File: config.mk
export PLATFORM = sky130hd
export DESIGN_NAME = polrec_fetch
export DESIGN_NICKNAME = d
export VERILOG_FILES = /design/src/rtl/polrec_pkg.sv /design/src/rtl/polrec_addr_gen.sv /design/src/rtl/polrec_rd_pipe.sv /design/src/rtl/polrec_assemble.sv /design/src/rtl/polrec_fetch.sv
export SDC_FILE = /design/constraint.sdc
export NUM_CORES = 1
export LEC_CHECK = 0
export ABC_AREA = 1
export BUFFER_PORTS_ARGS = -buffer_cell sky130_fd_sc_hd__buf_2
export CAP_MARGIN = 20
export CORE_AREA = 2 2 177 179
export CTS_CLUSTER_SIZE = 28
export DETAILED_ROUTE_END_ITERATION = 16
export DIE_AREA = 0 0 179 181
export PLACE_DENSITY = 0.7
export SKIP_CTS_REPAIR_TIMING = 1
export SLEW_MARGIN = 20
export SYNTH_ARGS = -nofsm -noshare
export SYNTH_HDL_FRONTEND = slang
export SYNTH_SLANG_ARGS = --single-unit
File: constraint.sdc
create_clock -name clk -period 6.8 [get_ports clk]
set_input_delay 1.7 -clock clk [delete_from_list [all_inputs] [get_ports clk]]
set_output_delay 1.7 -clock clk [all_outputs]
set_load 0.005 [all_outputs]
File: src/rtl/polrec_pkg.sv
package polrec_pkg;

   // Configuration word field positions
   localparam int CFG_ACC_LSB   = 0;
   localparam int CFG_FMT_LSB   = 2;
   localparam int CFG_ERR_BIT   = 4;
   localparam int CFG_CONF_BIT  = 5;
   localparam int CFG_INTEG_BIT = 6;
   localparam int CFG_USED_BITS = 7;

   typedef enum logic [1:0] {
      ROUTE_PLAIN = 2'b00,
      ROUTE_AUTH  = 2'b01,
      ROUTE_SEAL  = 2'b10,
      ROUTE_BAD   = 2'b11
   } route_e;

   function automatic route_e route_of(input logic conf, input logic integ);
      route_e r;
      unique case ({conf, integ})
         2'b11:   r = ROUTE_SEAL;
         2'b01:   r = ROUTE_AUTH;
         2'b00:   r = ROUTE_PLAIN;
         default: r = ROUTE_BAD;
      endcase
      return r;
   endfunction

endpackage

File: src/rtl/polrec_addr_gen.sv
module polrec_addr_gen #(
   parameter int ADDR_W       = 10,
   parameter int CNT_W        = 3,
   parameter int CRYPTO_WORDS = 6
) (
   input  logic              clk,
   input  logic              rst_n,
   input  logic              accept_i,
   input  logic              single_i,
   input  logic [ADDR_W-1:0] base_i,
   output logic              re_o,
   output logic [ADDR_W-1:0] addr_o,
   output logic [CNT_W-1:0]  idx_o,
   output logic [CNT_W-1:0]  last_idx_o
);

   logic              active_q;
   logic [ADDR_W-1:0] addr_q;
   logic [CNT_W-1:0]  cnt_q;
   logic [CNT_W-1:0]  last_q;

   always_ff @(posedge clk) begin
      if (!rst_n) begin
         active_q <= 1'b0;
         addr_q   <= '0;
         cnt_q    <= '0;
         last_q   <= '0;
      end else if (accept_i) begin
         active_q <= 1'b1;
         addr_q   <= base_i;
         cnt_q    <= '0;
         last_q   <= single_i ? '0 : CNT_W'(CRYPTO_WORDS - 1);
      end else if (active_q) begin
         if (cnt_q == last_q) begin
            active_q <= 1'b0;
         end else begin
            cnt_q  <= cnt_q + 1'b1;
            addr_q <= addr_q + 1'b1;
         end
      end
   end

   assign re_o       = active_q;
   assign addr_o     = addr_q;
   assign idx_o      = cnt_q;
   assign last_idx_o = last_q;

endmodule

File: src/rtl/polrec_rd_pipe.sv
module polrec_rd_pipe #(
   parameter int DEPTH = 1,
   parameter int IDX_W = 3
) (
   input  logic             clk,
   input  logic             rst_n,
   input  logic             vld_i,
   input  logic [IDX_W-1:0] idx_i,
   output logic             vld_o,
   output logic [IDX_W-1:0] idx_o
);

   generate
      if (DEPTH == 0) begin : g_comb
         assign vld_o = vld_i;
         assign idx_o = idx_i;
      end else begin : g_regs
         logic             vld_q [DEPTH];
         logic [IDX_W-1:0] idx_q [DEPTH];

         always_ff @(posedge clk) begin
            if (!rst_n) begin
               for (int s = 0; s < DEPTH; s++) begin
                  vld_q[s] <= 1'b0;
                  idx_q[s] <= '0;
               end
            end else begin
               vld_q[0] <= vld_i;
               idx_q[0] <= idx_i;
               for (int s = 1; s < DEPTH; s++) begin
                  vld_q[s] <= vld_q[s-1];
                  idx_q[s] <= idx_q[s-1];
               end
            end
         end

         assign vld_o = vld_q[DEPTH-1];
         assign idx_o = idx_q[DEPTH-1];
      end
   endgenerate

endmodule

File: src/rtl/polrec_assemble.sv
module polrec_assemble
   import polrec_pkg::*;
#(
   parameter int WORD_W = 32,
   parameter int KEY_W  = 128,
   parameter int CNT_W  = 3
) (
   input  logic              clk,
   input  logic              rst_n,
   input  logic              cap_i,
   input  logic [CNT_W-1:0]  idx_i,
   input  logic [CNT_W-1:0]  last_idx_i,
   input  logic [WORD_W-1:0] data_i,
   output logic              publish_o,
   output logic              valid_o,
   output logic [1:0]        acc_o,
   output logic [1:0]        fmt_o,
   output logic              err_o,
   output logic              conf_o,
   output logic              integ_o,
   output logic [1:0]        route_o,
   output logic [KEY_W-1:0]  key_o,
   output logic [WORD_W-1:0] tag_o
);

   localparam int KW      = KEY_W / WORD_W;
   localparam int TAG_IDX = KW + 1;

   logic [WORD_W-1:0] cfg_sh, cfg_n;
   logic [WORD_W-1:0] tag_sh, tag_n;
   logic [WORD_W-1:0] key_sh [KW];
   logic [KEY_W-1:0]  key_n;
   logic              single_w;
   logic              conf_w, integ_w;

   assign single_w  = (last_idx_i == '0);
   assign publish_o = cap_i && (idx_i == last_idx_i);

   // Next view of every shadow word, folding in the word arriving now
   always_comb begin
      cfg_n = (cap_i && idx_i == '0) ? data_i : cfg_sh;
      tag_n = (cap_i && idx_i == CNT_W'(TAG_IDX)) ? data_i : tag_sh;
      for (int g = 0; g < KW; g++) begin
         key_n[KEY_W-1-g*WORD_W -: WORD_W] =
            (cap_i && idx_i == CNT_W'(g + 1)) ? data_i : key_sh[g];
      end
   end

   assign conf_w  = single_w ? 1'b0 : cfg_n[CFG_CONF_BIT];
   assign integ_w = single_w ? 1'b0 : cfg_n[CFG_INTEG_BIT];

   always_ff @(posedge clk) begin
      if (!rst_n) begin
         cfg_sh <= '0;
         tag_sh <= '0;
         for (int g = 0; g < KW; g++) key_sh[g] <= '0;
      end else if (cap_i) begin
         cfg_sh <= cfg_n;
         tag_sh <= tag_n;
         for (int g = 0; g < KW; g++) key_sh[g] <= key_n[KEY_W-1-g*WORD_W -: WORD_W];
      end
   end

   always_ff @(posedge clk) begin
      if (!rst_n) begin
         valid_o <= 1'b0;
         acc_o   <= '0;
         fmt_o   <= '0;
         err_o   <= 1'b0;
         conf_o  <= 1'b0;
         integ_o <= 1'b0;
         route_o <= ROUTE_PLAIN;
         key_o   <= '0;
         tag_o   <= '0;
      end else begin
         valid_o <= publish_o;
         if (publish_o) begin
            acc_o   <= cfg_n[CFG_ACC_LSB +: 2];
            fmt_o   <= cfg_n[CFG_FMT_LSB +: 2];
            err_o   <= cfg_n[CFG_ERR_BIT];
            conf_o  <= conf_w;
            integ_o <= integ_w;
            route_o <= route_of(conf_w, integ_w);
            key_o   <= single_w ? '0 : key_n;
            tag_o   <= single_w ? '0 : tag_n;
         end
      end
   end

endmodule

File: src/rtl/polrec_fetch.sv
module polrec_fetch
   import polrec_pkg::*;
#(
   parameter int ADDR_W = 10,
   parameter int WORD_W = 32,
   parameter int KEY_W  = 128,
   parameter int RD_LAT = 1
) (
   input  logic              clk,
   input  logic              rst_n,
   input  logic              start_i,
   input  logic              single_i,
   input  logic [ADDR_W-1:0] base_i,
   output logic              busy_o,
   output logic              ram_re_o,
   output logic [ADDR_W-1:0] ram_addr_o,
   input  logic [WORD_W-1:0] ram_rdata_i,
   output logic              rec_valid_o,
   output logic [1:0]        rec_access_o,
   output logic [1:0]        rec_format_o,
   output logic              rec_err_en_o,
   output logic              rec_conf_o,
   output logic              rec_integ_o,
   output logic [1:0]        rec_route_o,
   output logic [KEY_W-1:0]  rec_key_o,
   output logic [WORD_W-1:0] rec_tag_o
);

   localparam int KEY_WORDS    = KEY_W / WORD_W;
   localparam int CRYPTO_WORDS = KEY_WORDS + 2;
   localparam int CNT_W        = $clog2(CRYPTO_WORDS);

   generate
      if (WORD_W < CFG_USED_BITS) begin : g_chk_word
         $error("WORD_W too narrow for the configuration fields");
      end
      if (KEY_W % WORD_W != 0 || KEY_W < WORD_W) begin : g_chk_key
         $error("KEY_W must be a non-zero multiple of WORD_W");
      end
      if (ADDR_W < 1) begin : g_chk_addr
         $error("ADDR_W must be at least 1");
      end
      if (RD_LAT < 0) begin : g_chk_lat
         $error("RD_LAT must not be negative");
      end
   endgenerate

   logic             busy_q;
   logic             accept;
   logic [CNT_W-1:0] iss_idx, last_idx, cap_idx;
   logic             cap_vld;
   logic             publish;

   assign accept = start_i && !busy_q;

   always_ff @(posedge clk) begin
      if (!rst_n)       busy_q <= 1'b0;
      else if (accept)  busy_q <= 1'b1;
      else if (publish) busy_q <= 1'b0;
   end

   assign busy_o = busy_q;

   polrec_addr_gen #(
      .ADDR_W      (ADDR_W),
      .CNT_W       (CNT_W),
      .CRYPTO_WORDS(CRYPTO_WORDS)
   ) i_addr_gen (
      .clk       (clk),
      .rst_n     (rst_n),
      .accept_i  (accept),
      .single_i  (single_i),
      .base_i    (base_i),
      .re_o      (ram_re_o),
      .addr_o    (ram_addr_o),
      .idx_o     (iss_idx),
      .last_idx_o(last_idx)
   );

   polrec_rd_pipe #(
      .DEPTH(RD_LAT),
      .IDX_W(CNT_W)
   ) i_rd_pipe (
      .clk  (clk),
      .rst_n(rst_n),
      .vld_i(ram_re_o),
      .idx_i(iss_idx),
      .vld_o(cap_vld),
      .idx_o(cap_idx)
   );

   polrec_assemble #(
      .WORD_W(WORD_W),
      .KEY_W (KEY_W),
      .CNT_W (CNT_W)
   ) i_assemble (
      .clk       (clk),
      .rst_n     (rst_n),
      .cap_i     (cap_vld),
      .idx_i     (cap_idx),
      .last_idx_i(last_idx),
      .data_i    (ram_rdata_i),
      .publish_o (publish),
      .valid_o   (rec_valid_o),
      .acc_o     (rec_access_o),
      .fmt_o     (rec_format_o),
      .err_o     (rec_err_en_o),
      .conf_o    (rec_conf_o),
      .integ_o   (rec_integ_o),
      .route_o   (rec_route_o),
      .key_o     (rec_key_o),
      .tag_o     (rec_tag_o)
   );

endmodule

## Word level (Yosys, flattened, before mapping)

Memory sizes are Yosys's and may differ from the RTL's.
Index checks and enable logic that the tools add are counted.

| storage, ports and cells | value |
|---|---|
| flip-flop bits (word level) | 227 |
| latch bits | 0 |
| bits in writable memories | 132 |
| memory bits (read-only) | 0 |
| bits of input ports | 46 |
| output and inout port bits | 182 |
| word-level logic and storage cells | 89 |
| memories | 3 |

| operators by class | value |
|---|---|
| $add $sub $neg | 2 |
| multiply operators | 0 |
| divide/modulo/power cells | 0 |
| order comparisons | 0 |
| equal/unequal tests | 10 |
| shift-type cells | 0 |
| muxes and demuxes | 33 |
| bitwise operators | 6 |
| reduce and logical (&&, ||, !) cells | 19 |

Memory list:

| name | depth | bits a word | rd ports | clocked after Yosys merged registers in | write ports | line | source |
|---|---|---|---|---|---|---|---|
| i_assemble.key_sh | 4 | 32 | 4 | 0 | 4 | polrec_assemble.sv:31 | `logic [WORD_W-1:0] key_sh [KW];` |
| i_rd_pipe.g_regs.idx_q | 1 | 3 | 1 | 0 | 1 | polrec_rd_pipe.sv:19 | `logic [IDX_W-1:0] idx_q [DEPTH];` |
| i_rd_pipe.g_regs.vld_q | 1 | 1 | 1 | 0 | 1 | polrec_rd_pipe.sv:18 | `logic vld_q [DEPTH];` |

Operators by type and width:

| operator | number |
|---|---|
| 32-bit two-way mux | 10 |
| 128-bit two-way mux | 1 |
| 10-bit two-way mux | 3 |
| 1-bit two-way mux | 15 |
| 10-bit by 1-bit adder with 10-bit output, second input constant | 1 |
| 1-bit logical AND | 8 |
| 7-bit two-way mux | 1 |
| 3-bit by 2-bit equality test with 1-bit output, second input constant | 2 |
| 3-bit equality test | 2 |
| 3-bit equality test, second input constant | 2 |
| 3-bit zero test | 2 |
| 3-bit two-way mux | 2 |
| 2-bit one-hot mux with 3 select lines | 1 |
| 1-bit bitwise OR | 4 |
| 2-bit AND reduction | 2 |
| 2-bit nonzero test | 2 |
| 3-bit by 1-bit adder with 3-bit output, second input constant | 1 |
| 3-bit by 1-bit equality test with 1-bit output, second input constant | 1 |
| 3-bit OR reduction | 1 |
| 2-bit by 1-bit equality test with 1-bit output, second input constant | 1 |
| 2-bit equality test, second input constant | 1 |
| 2-bit zero test | 1 |
| 2-bit inequality test, second input constant | 1 |
| 1-bit inverter | 2 |
| other kinds (3) | 3 |

## Depth between registers and ports, before layout

Gate-level depths: netlist (run 1).
An unclocked memory read counts as a cell.

| logic depth | value |
|---|---|
| word-level depth | 7 |
| gate-level depth with buffers | 10 |
| mapped depth without buffers | 10 |

## Cells and area by module

From an unflattened synthesis (run 1), not the netlist that was laid out.

| unflattened totals | value |
|---|---|
| cells, all modules | 1,795 |
| area total of the unflattened synthesis | 14,956.8 µm² |

Modules (own cells, without submodules):

| module | times used | cells each | area an instance (µm²) | seq. area each (µm²) |
|---|---|---|---|---|
| polrec_assemble | 1 | 1,626 | 13,858.3 | 8,007.7 |
| polrec_addr_gen | 1 | 149 | 934.6 | 300.3 |
| polrec_rd_pipe | 1 | 12 | 110.1 | 80.1 |
| polrec_fetch | 1 | 8 | 53.8 | 20.0 |

## Least setup slack after synthesis (run 1)

No wires, ideal clock.

| path | value |
|---|---|
| path type | input to register |
| from | input rst_n |
| to | memory i_assemble.key_sh[0][0], enable pin |
| data arrival time | 4.363 ns |
| data required time | 5.688 ns |
| setup slack | 1.325 ns |
| stages on the path | 3 |
| path through | clkbuf_1 > clkbuf_1 > nand2_1 |

RTL lines:

| what | line | source |
|---|---|---|
| from (decl) | polrec_fetch.sv:10 | `input logic rst_n,` |
| to (decl) | polrec_assemble.sv:31 |  |

==> results.cfg, run 1 <==
[sta]
hold_violations = 0
max_freq_mhz = 273
timing.setup.tns_ps = 0
fin_crit_sh = 0.538
slew_headroom = 0.291
fin_crit_ps = 3660
worst_slew_pin_slew_ps = 1060
skew_ps = 11.8
rsz0062_at_grt = false
slew_viol_final = 0
setup_violations = 0
holdWs_ps = 460

[finish]
drive_gt1_frac = 0.158
final_util = 0.573
diodes = 0
flow.area_growth_from_synthesis_pct = 18.1
fin_nets = 2062
final_cell_mix = nor2_1, nand2_1, dfxtp_1, buf_2, inv_1
layout_commonest_cell = nor2_1

[grt]
overflow = 0
grt_pass1_vias = 11100
grt_max_degree = 97
antenna_found_initial = 0
grt_usage = 0.225
grt_pass1_wl_um = 58300

[placement]
port_buffers = 227
place_hpwl_um = 24200
routabilityCongestion = 0.848

[die]
initial_utilization = 0.485
ios = 228
die_x_um = 179
fp.dieH_um = 181
die_area_mm2 = 0.0324
num_rows = 64
core_area_mm2 = 0.0303

[drt]
via_per_inst = 5.06
first_iter_violations = 1044
wl_um = 37500
drtPass1Iterations = 7
drcViolationCount = 0
drtAntennaViolNets = 0
route.vias.total = 12300
wl_per_cell_um = 15.4

[synthesis]
yosysWarnings = 0
avgSynthCellArea_um2 = 7.99
ys_types = 29
synth_edf_count = 128
syn_nets = 1892
syn_inst = 1842
syn_area_mm2 = 0.0147
ys_seq_elements = 357
async_reset_ff_frac = 0
synth_flop_cell = dfxtp_1
yosysSeqAreaShare = 0.573

[clocking]
numCtsBuffers = 38
path_clk_slew_ps = 60
clock-sinks = 357
insertion_delay_ps = 520
clockBufferDepth = 3
root_buffer = clkbuf_16
cts_tree = built
htree_levels = 2

[worst_setup_path]
worstReg2RegEnd = i_assemble.route_o[0]$_SDFFE_PN0P_
end_kind = register
r2r_slack_ps = 3230
critPathArrivalTime_ps = 4020
critPathKind = in2reg
crit_path_max_fanout = 76
r2r_cells = 8
start_kind = input pin
r2r-start = i_rd_pipe.g_regs.idx_q[0][1]$_SDFF_PN0_
cp.required_ps = 7160

[worst_hold_path]
hold_end = i_assemble.key_o[70]$_SDFFE_PN0P_
min_path_type = reg2reg
min-delay-start = i_assemble.key_o[70]$_SDFFE_PN0P_
min_path_cells = 2

[run_status]
outcome = finished, final reports clean

[power_and_ir_drop]
total_leakage_power_nw = 7.96
power_mw = 4.71
irDropWorstVdd_mv = 0.205
powerDensity_mw_per_mm2 = 271

[flow_run]
maxCapViolations = 0
cell type report:
class / count / area, µm²
Fill cell: 2774 / 13000
Sequential cell: 357 / 8430
Multi-Input combinational cell: 1157 / 5060
Timing Repair Buffer: 238 / 1230
Clock buffer: 55 / 1160
Inverter: 220 / 831
Tap cell: 396 / 495
Clock inverter: 15 / 183
metrics by stage:
stage / std cells / worst slack, ps / instance area, µm²
after global routing: 2438 / 2940 / 17400
after CTS: 2437 / 3180 / 17400
final: 2438 / 3140 / 17400
after global placement: 2367 / 2710 / 16000
after floorplan: 1842 / 1330 / 14700
after detailed placement: 2367 / 2660 / 16000
where the power goes:
group          switching [mW]  total [mW]  internal, mW  leakage (nW)
logic                   0.168       0.235        0.0672          4.12
registers              0.0244        2.29          2.27          3.18
clock network           0.837        2.18          1.34         0.662
worst max-delay path: stages:
cell	delay [ps]
buf_2	490
buf_4	490
nand2_4	540
buf_4	520
nor2_1	190
synth_stat cells (all sizes together) (5+ instances only):
cell,n,area (µm²)
a211oi,5,37.5
a21oi,146,731
buf,45,216
clkbuf,63,238
dfxtp,229,4580
edfxtp,128,3840
inv,219,822
nand2,335,1260
nand3,47,245
nor2,432,1640
o21a,32,240
o21ai,142,714
routing by layer:
layer  global-route usage  part of all wire  vias to the layer above
met3               0.0400             0.073                       71
li1                     -                 -                     6137
met1                0.305              0.44                     5710
met2                0.365              0.46                      419
met5                    0                 0                        -
met4               0.0725             0.029                        0
cells by family (layout without fill, tap and decap cells):
| logic type | after synthesis | in the layout | share of synthesized area |
|---|---|---|---|
| fa+ha+maj | 4 | 4 | 0.00340 |
| compound gates | 328 | 328 | 0.119 |
| buf+inv | 328 | 528 | 0.0870 |
| xor+xnor | 2 | 2 | 0.00119 |
| flops | 357 | 357 | 0.573 |
| simple gates | 823 | 823 | 0.217 |
how the worst max path moves through the flow:
stage / endpoint / slack [ps] / startpoint
after global placement: i_assemble.key_sh[1][1]$_SDFFCE_PN0P_ / 2710 / rst_n
after floorplan: i_assemble.key_sh[0][0]$_SDFFCE_PN0P_ / 1330 / rst_n
after detailed placement: i_assemble.key_sh[1][29]$_SDFFCE_PN0P_ / 2660 / rst_n
after global routing: i_assemble.route_o[0]$_SDFFE_PN0P_ / 2940 / i_rd_pipe.g_regs.idx_q[0][1]$_SDFF_PN0_
after CTS: i_assemble.key_sh[1][29]$_SDFFCE_PN0P_ / 3180 / rst_n
final: i_assemble.key_sh[1][29]$_SDFFCE_PN0P_ / 3140 / rst_n
sequential cells by signal, indices dropped and copies added, names as in the netlist, 2 cells and up:
| register | count |
|---|---|
| i_assemble.key_o | 128 |
| i_assemble.fmt_o | 2 |
| i_assemble.tag_o | 32 |
| i_assemble.route_o | 2 |
| i_assemble.cfg_sh | 7 |
| i_addr_gen.addr_o | 10 |
| i_rd_pipe.g_regs.idx_q | 3 |
| i_assemble.key_sh | 128 |
| i_assemble.tag_sh | 32 |
| i_addr_gen.idx_o | 3 |
| i_assemble.acc_o | 2 |
(Power assumes the default switching activity.)
==> inputs of run 2 (changes only) <==
--- a/config.mk
+++ b/config.mk
@@ -5,14 +5,14 @@
 export SDC_FILE = /design/constraint.sdc
 export NUM_CORES = 1
 export LEC_CHECK = 0
-export ABC_AREA = 1
+export ABC_AREA = 0
 export BUFFER_PORTS_ARGS = -buffer_cell sky130_fd_sc_hd__buf_2
 export CAP_MARGIN = 20
-export CORE_AREA = 2 2 177 179
+export CORE_AREA = 2 2 169 171
 export CTS_CLUSTER_SIZE = 28
 export DETAILED_ROUTE_END_ITERATION = 16
-export DIE_AREA = 0 0 179 181
-export PLACE_DENSITY = 0.7
+export DIE_AREA = 0 0 171 173
+export PLACE_DENSITY = 0.73
 export SKIP_CTS_REPAIR_TIMING = 1
 export SLEW_MARGIN = 20
 export SYNTH_ARGS = -nofsm -noshare
==> constraint.sdc (replaced) <==
create_clock -name clk -period 3.1 [get_ports clk]
set_input_delay 0.775 -clock clk [delete_from_list [all_inputs] [get_ports clk]]
set_output_delay 0.775 -clock clk [all_outputs]
set_load 0.005 [all_outputs]
==> results.cfg, run 2 <==
[worst_setup_path]
crit_path_max_fanout = 90
critPathKind = reg2reg
critPathArrivalTime_ps = 2720
end_kind = register
cp.required_ps = 3460
start_kind = register

[finish]
fin_nets = 1304
final_util = 0.582
diodes = 0
reg.largest.list = i_assemble.key_o (128), i_assemble.key_sh (128)
final_cell_mix = dfxtp_1, buf_2, mux2i_1, o2bb2ai_1, nor2_1
flow.area_growth_from_synthesis_pct = 19.4
fin_cells = 1662
layout_commonest_cell = dfxtp_1
design_area_mm2 = 0.0161
drive_gt1_frac = 0.241
fill_cells = 2305

[die]
die_x_um = 171
ios = 228
initial_utilization = 0.487
die_area_mm2 = 0.0296
fp.dieH_um = 173
core_area_mm2 = 0.0276
num_rows = 61

[clocking]
htree_levels = 2
clockBufferDepth = 3
insertion_delay_ps = 510
clock-sinks = 357
root_buffer = clkbuf_16
numCtsBuffers = 38
cts_tree = built
path_clk_slew_ps = 60

[worst_hold_path]
min_path_type = reg2reg

[placement]
place_ws_ps = 629
routabilityCongestion = 0.755
port_buffers = 227
dp.cells = 1592
place_hpwl_um = 19100
dpl_cell_area_mm2 = 0.0148

[sta]
postLayoutSetupSlackWorst_ps = 737
holdWs_ps = 457
skew_ps = 11.3
hold_violations = 0
slew_headroom = 0.277
timing.setup.tns_ps = 0
fin_crit_ps = 2360
max_freq_mhz = 423
rsz0062_at_grt = false
worst_slew_pin_slew_ps = 1080
setup_violations = 0
fin_crit_sh = 0.762
slew_viol_final = 0

[power_and_ir_drop]
irDropWorstVdd_mv = 0.355
powerDensity_mw_per_mm2 = 608
seqPwrFrac = 0.512
intPower_mw = 7.72
power_switching_mw = 2.06
p_sw_frac = 0.211
power_mw = 9.78
p_comb_frac = 0.039
pwr-share-clk = 0.449
total_leakage_power_nw = 6.28

[synthesis]
synth_compound_area_frac = 0.125
synth_edf_count = 128
synth_fa_ha_area_frac = 0.00372
yosys.area.top_type_share = 0.341
synth_area_leader_cell = dfxtp_1
syn_nets = 1102
synthSimpleGateAreaFrac = 0.0829
ys_types = 37
avgSynthCellArea_um2 = 12.8
yosysSeqAreaShare = 0.626
synth_area_leaders = dfxtp_1, edfxtp_1, mux2i_1, o2bb2ai_1, nor2_1
synth_top_family_by_area = multiplexers
syn_area_mm2 = 0.0135
synth_common_cells = dfxtp_1, mux2i_1, o2bb2ai_1
synth_mux_area_frac = 0.125
synth-xor-area-share = 0.00325
yosysWarnings = 0
ys_seq_elements = 357
async_reset_ff_frac = 0
syn_inst = 1052
synth_most_common_cell = dfxtp_1
synth_flop_cell = dfxtp_1

[drt]
drtPass1Iterations = 4
drcViolationCount = 0
drtAntennaViolNets = 0
route.vias.total = 8988
first_iter_violations = 658
wl_per_cell_um = 18.7
via_per_inst = 5.41
wl_um = 31100

[grt]
grt_max_degree = 129
antenna_found_initial = 0
grt_usage = 0.205
grt_pass1_vias = 8930
grt_pass1_wl_um = 49300
overflow = 0

[flow_run]
maxCapViolations = 0

[run_status]
outcome = finished, final reports clean
[run 2: cell types whose count changed after synthesis, sizes merged, moves of 8 or more]
cell | before | now
mux2i | 0 | 168
nand2 | 335 | 16
nand3 | 47 | 9
o21a | 32 | 0
buf | 45 | 54
o211a | 0 | 8
inv | 219 | 1
o21ai | 142 | 14
nor2b | 0 | 42
o2bb2ai | 0 | 160
nor2 | 432 | 132
clkbuf | 63 | 29
a21oi | 146 | 5
[run 2: path summary, 6_finish.rpt]
kind                                                       startpoint                                 to  slack (ps)  depth (start not counted)
worst max-delay path            i_addr_gen.last_idx_o[0]$_SDFFE_PN0P_  i_assemble.key_o[58]$_SDFFE_PN0P_         740                          5
worst min-delay path                i_assemble.key_o[16]$_SDFFE_PN0P_  i_assemble.key_o[16]$_SDFFE_PN0P_         460                          1
worst max register to register  i_addr_gen.last_idx_o[0]$_SDFFE_PN0P_  i_assemble.key_o[58]$_SDFFE_PN0P_         740                          5
worst min register to register      i_assemble.key_o[16]$_SDFFE_PN0P_  i_assemble.key_o[16]$_SDFFE_PN0P_         460                          1
[run 2: cell families after synthesis]
group | count (synthesis)
muxes | 168
DFF | 357
and+or+nand+nor | 234
adders and majority gates | 4
buffers and inverters | 84
AOI/OAI and AO/OA | 200
xor gates and xnor gates | 5
[run 2: power groups by stage]
stage          Combinational, mW  Clock, mW  Sequential (mW)
2_1_floorplan              0.240          0             5.11
3_3_place_gp               0.380          0             5.11
3_5_place_dp               0.387          0             5.11
4_1_cts                    0.388       4.48             5.01
5_1_grt                    0.423       4.63             5.02
6_report                   0.383       4.39             5.01
[run 2: layer usage]
metal  vias to the layer above  track usage  routed length (µm)
li1                       4306            -                   -
met1                      4389        0.287               14200
met2                       250        0.330               14500
met3                        43       0.0401                1760
met4                         0       0.0501                 593
met5                         -            0                   0
[run 2: worst max-delay path, cell delays in order (launching register included)]
cell	delay [ps]
dfxtp_1	440
or3_4	450
a21oi_4	460
nor2b_4	70
buf_4	400
o2bb2ai_1	270
[run 2: area by class of cell]
class	count	area, µm²	share of cell area
clock buffers	57	1150	0.0713
clock inverters	13	82.6	0.00514
inverters	1	3.75	0.000233
multi-input cells	611	4620	0.287
flip-flops and latches	357	8430	0.524
well taps	378	473	0.0294
repair buffers	245	1320	0.0822
==> inputs of run 3 (changes only) <==
==> constraint.sdc (replaced) <==
create_clock -name clk -period 2 [get_ports clk]
set_input_delay 0.5 -clock clk [delete_from_list [all_inputs] [get_ports clk]]
set_output_delay 0.5 -clock clk [all_outputs]
set_load 0.005 [all_outputs]
==> results.cfg, run 3 (synthesis results as in run 2) <==
[power_and_ir_drop]
p_comb_frac = 0.043
p_sw_frac = 0.213
intPower_mw = 12.2
irDropWorstVdd_mv = 0.623
seqPwrFrac = 0.503
powerDensity_mw_per_mm2 = 936
power_switching_mw = 3.29
pwr-share-clk = 0.454
total_leakage_power_nw = 6.47
power_mw = 15.4

[drt]
first_iter_violations = 608
drtPass1Iterations = 4
drtAntennaViolNets = 0
drcViolationCount = 0
wl_um = 32200
route.vias.total = 9130
wl_per_cell_um = 19.1
via_per_inst = 5.42

[worst_setup_path]
r2r_slack_ps = 100
worstReg2RegEnd = i_assemble.key_o[79]$_SDFFE_PN0P_
r2r-start = i_rd_pipe.g_regs.idx_q[0][2]$_SDFF_PN0_
start_kind = register
critPathKind = reg2reg
r2r_cells = 4
end_kind = register
crit_path_max_fanout = 38
critPathArrivalTime_ps = 2340
cp.required_ps = 2440

[grt]
overflow = 0
grt_max_degree = 129
grt_usage = 0.216
grt_pass1_wl_um = 51000
antenna_found_initial = 0
grt_pass1_vias = 9228

[finish]
final_cell_mix = dfxtp_1, buf_2, mux2i_1, o2bb2ai_1, nor2_1
diodes = 0
fin_cells = 1684
fill_cells = 2292
fin_nets = 1327
final_util = 0.597
reg.largest.list = i_assemble.key_o (128), i_assemble.key_sh (128)
regArea_mm2 = 0.00843
flow.area_growth_from_synthesis_pct = 22.5
layout_commonest_cell = dfxtp_1
multi_input_area_mm2 = 0.00462
design_area_mm2 = 0.0165
drive_gt1_frac = 0.259

[sta]
postLayoutSetupSlackWorst_ps = 100
setup_violations = 0
fin_crit_sh = 0.950
timing.setup.tns_ps = 0
skew_ps = 9.87
rsz0062_at_grt = false
slew_viol_final = 0
slew_headroom = 0.527
holdWs_ps = 240
hold_violations = 0
max_freq_mhz = 526
worst_slew_pin_slew_ps = 709
fin_crit_ps = 1900

[die]
die_x_um = 171
initial_utilization = 0.487
fp.dieH_um = 173
die_area_mm2 = 0.0296
ios = 228
num_rows = 61
core_area_mm2 = 0.0276

[run_status]
outcome = finished, final reports clean

[flow_run]
maxCapViolations = 0

[worst_hold_path]
min_path_cells = 2
min_path_type = in2reg
hold_end = busy_o$_SDFFE_PN0P_
min-delay-start = start_i

[placement]
place_hpwl_um = 19800
dp.cells = 1615
port_buffers = 227
dpl_cell_area_mm2 = 0.0152
routabilityCongestion = 0.775
place_ws_ps = 123

[clocking]
insertion_delay_ps = 520
root_buffer = clkbuf_16
path_clk_slew_ps = 60
htree_levels = 2
cts_tree = built
numCtsBuffers = 38
clock-sinks = 357
clockBufferDepth = 3
==> run 3: final cells by class <==
cell class                 instances  area share
sequential                       357       0.511
multi-input combinational        611       0.280
timing repair buffer             268       0.103
clock buffer                      60      0.0721
tap                              378      0.0287
clock inverter                     9     0.00493
inverter                           1    0.000228
==> run 3: how the worst max path moves through the flow <==
stage,start,slack (ps),end
global route,i_rd_pipe.g_regs.idx_q[0][1]$_SDFF_PN0_,3,i_assemble.key_sh[3][10]$_SDFFCE_PN0P_
finish,i_rd_pipe.g_regs.idx_q[0][2]$_SDFF_PN0_,100,i_assemble.key_o[79]$_SDFFE_PN0P_
detailed placement,i_rd_pipe.g_regs.idx_q[0][1]$_SDFF_PN0_,120,i_assemble.key_sh[3][8]$_SDFFCE_PN0P_
floorplan,rst_n,30,i_assemble.key_sh[0][0]$_SDFFCE_PN0P_
global placement,i_rd_pipe.g_regs.idx_q[0][0]$_SDFF_PN0_,180,i_assemble.route_o[1]$_SDFFE_PN0P_
CTS,i_rd_pipe.g_regs.idx_q[0][1]$_SDFF_PN0_,100,i_assemble.key_sh[3][8]$_SDFFCE_PN0P_
==> run 3: critical path, stage by stage, from the launching register on <==
cell and delay, ps:
dfxtp_1 550, nand2_1 190, or4b_4 670, buf_12 230
o2bb2ai_1 160
==> run 3: per-layer routing <==
| layer | GRT usage | vias to the layer above | wire length [µm] |
|---|---|---|---|
| met2 | 0.354 | 241 | 15300 |
| met1 | 0.291 | 4504 | 14500 |
| met3 | 0.0483 | 43 | 1810 |
| li1 | - | 4342 | - |
| met5 | 0 | - | 0 |
| met4 | 0.0484 | 0 | 581 |
==> run 3: power groups by stage <==
| stage | Clock, mW | Sequential [mW] | Combinational, mW |
|---|---|---|---|
| after global routing | 7.43 | 7.78 | 0.727 |
| final | 7.02 | 7.76 | 0.665 |
| after CTS | 7.16 | 7.76 | 0.670 |
| after detailed placement | 0 | 7.92 | 0.667 |
| after floorplan | 0 | 7.91 | 0.374 |
| after global placement | 0 | 7.91 | 0.660 |
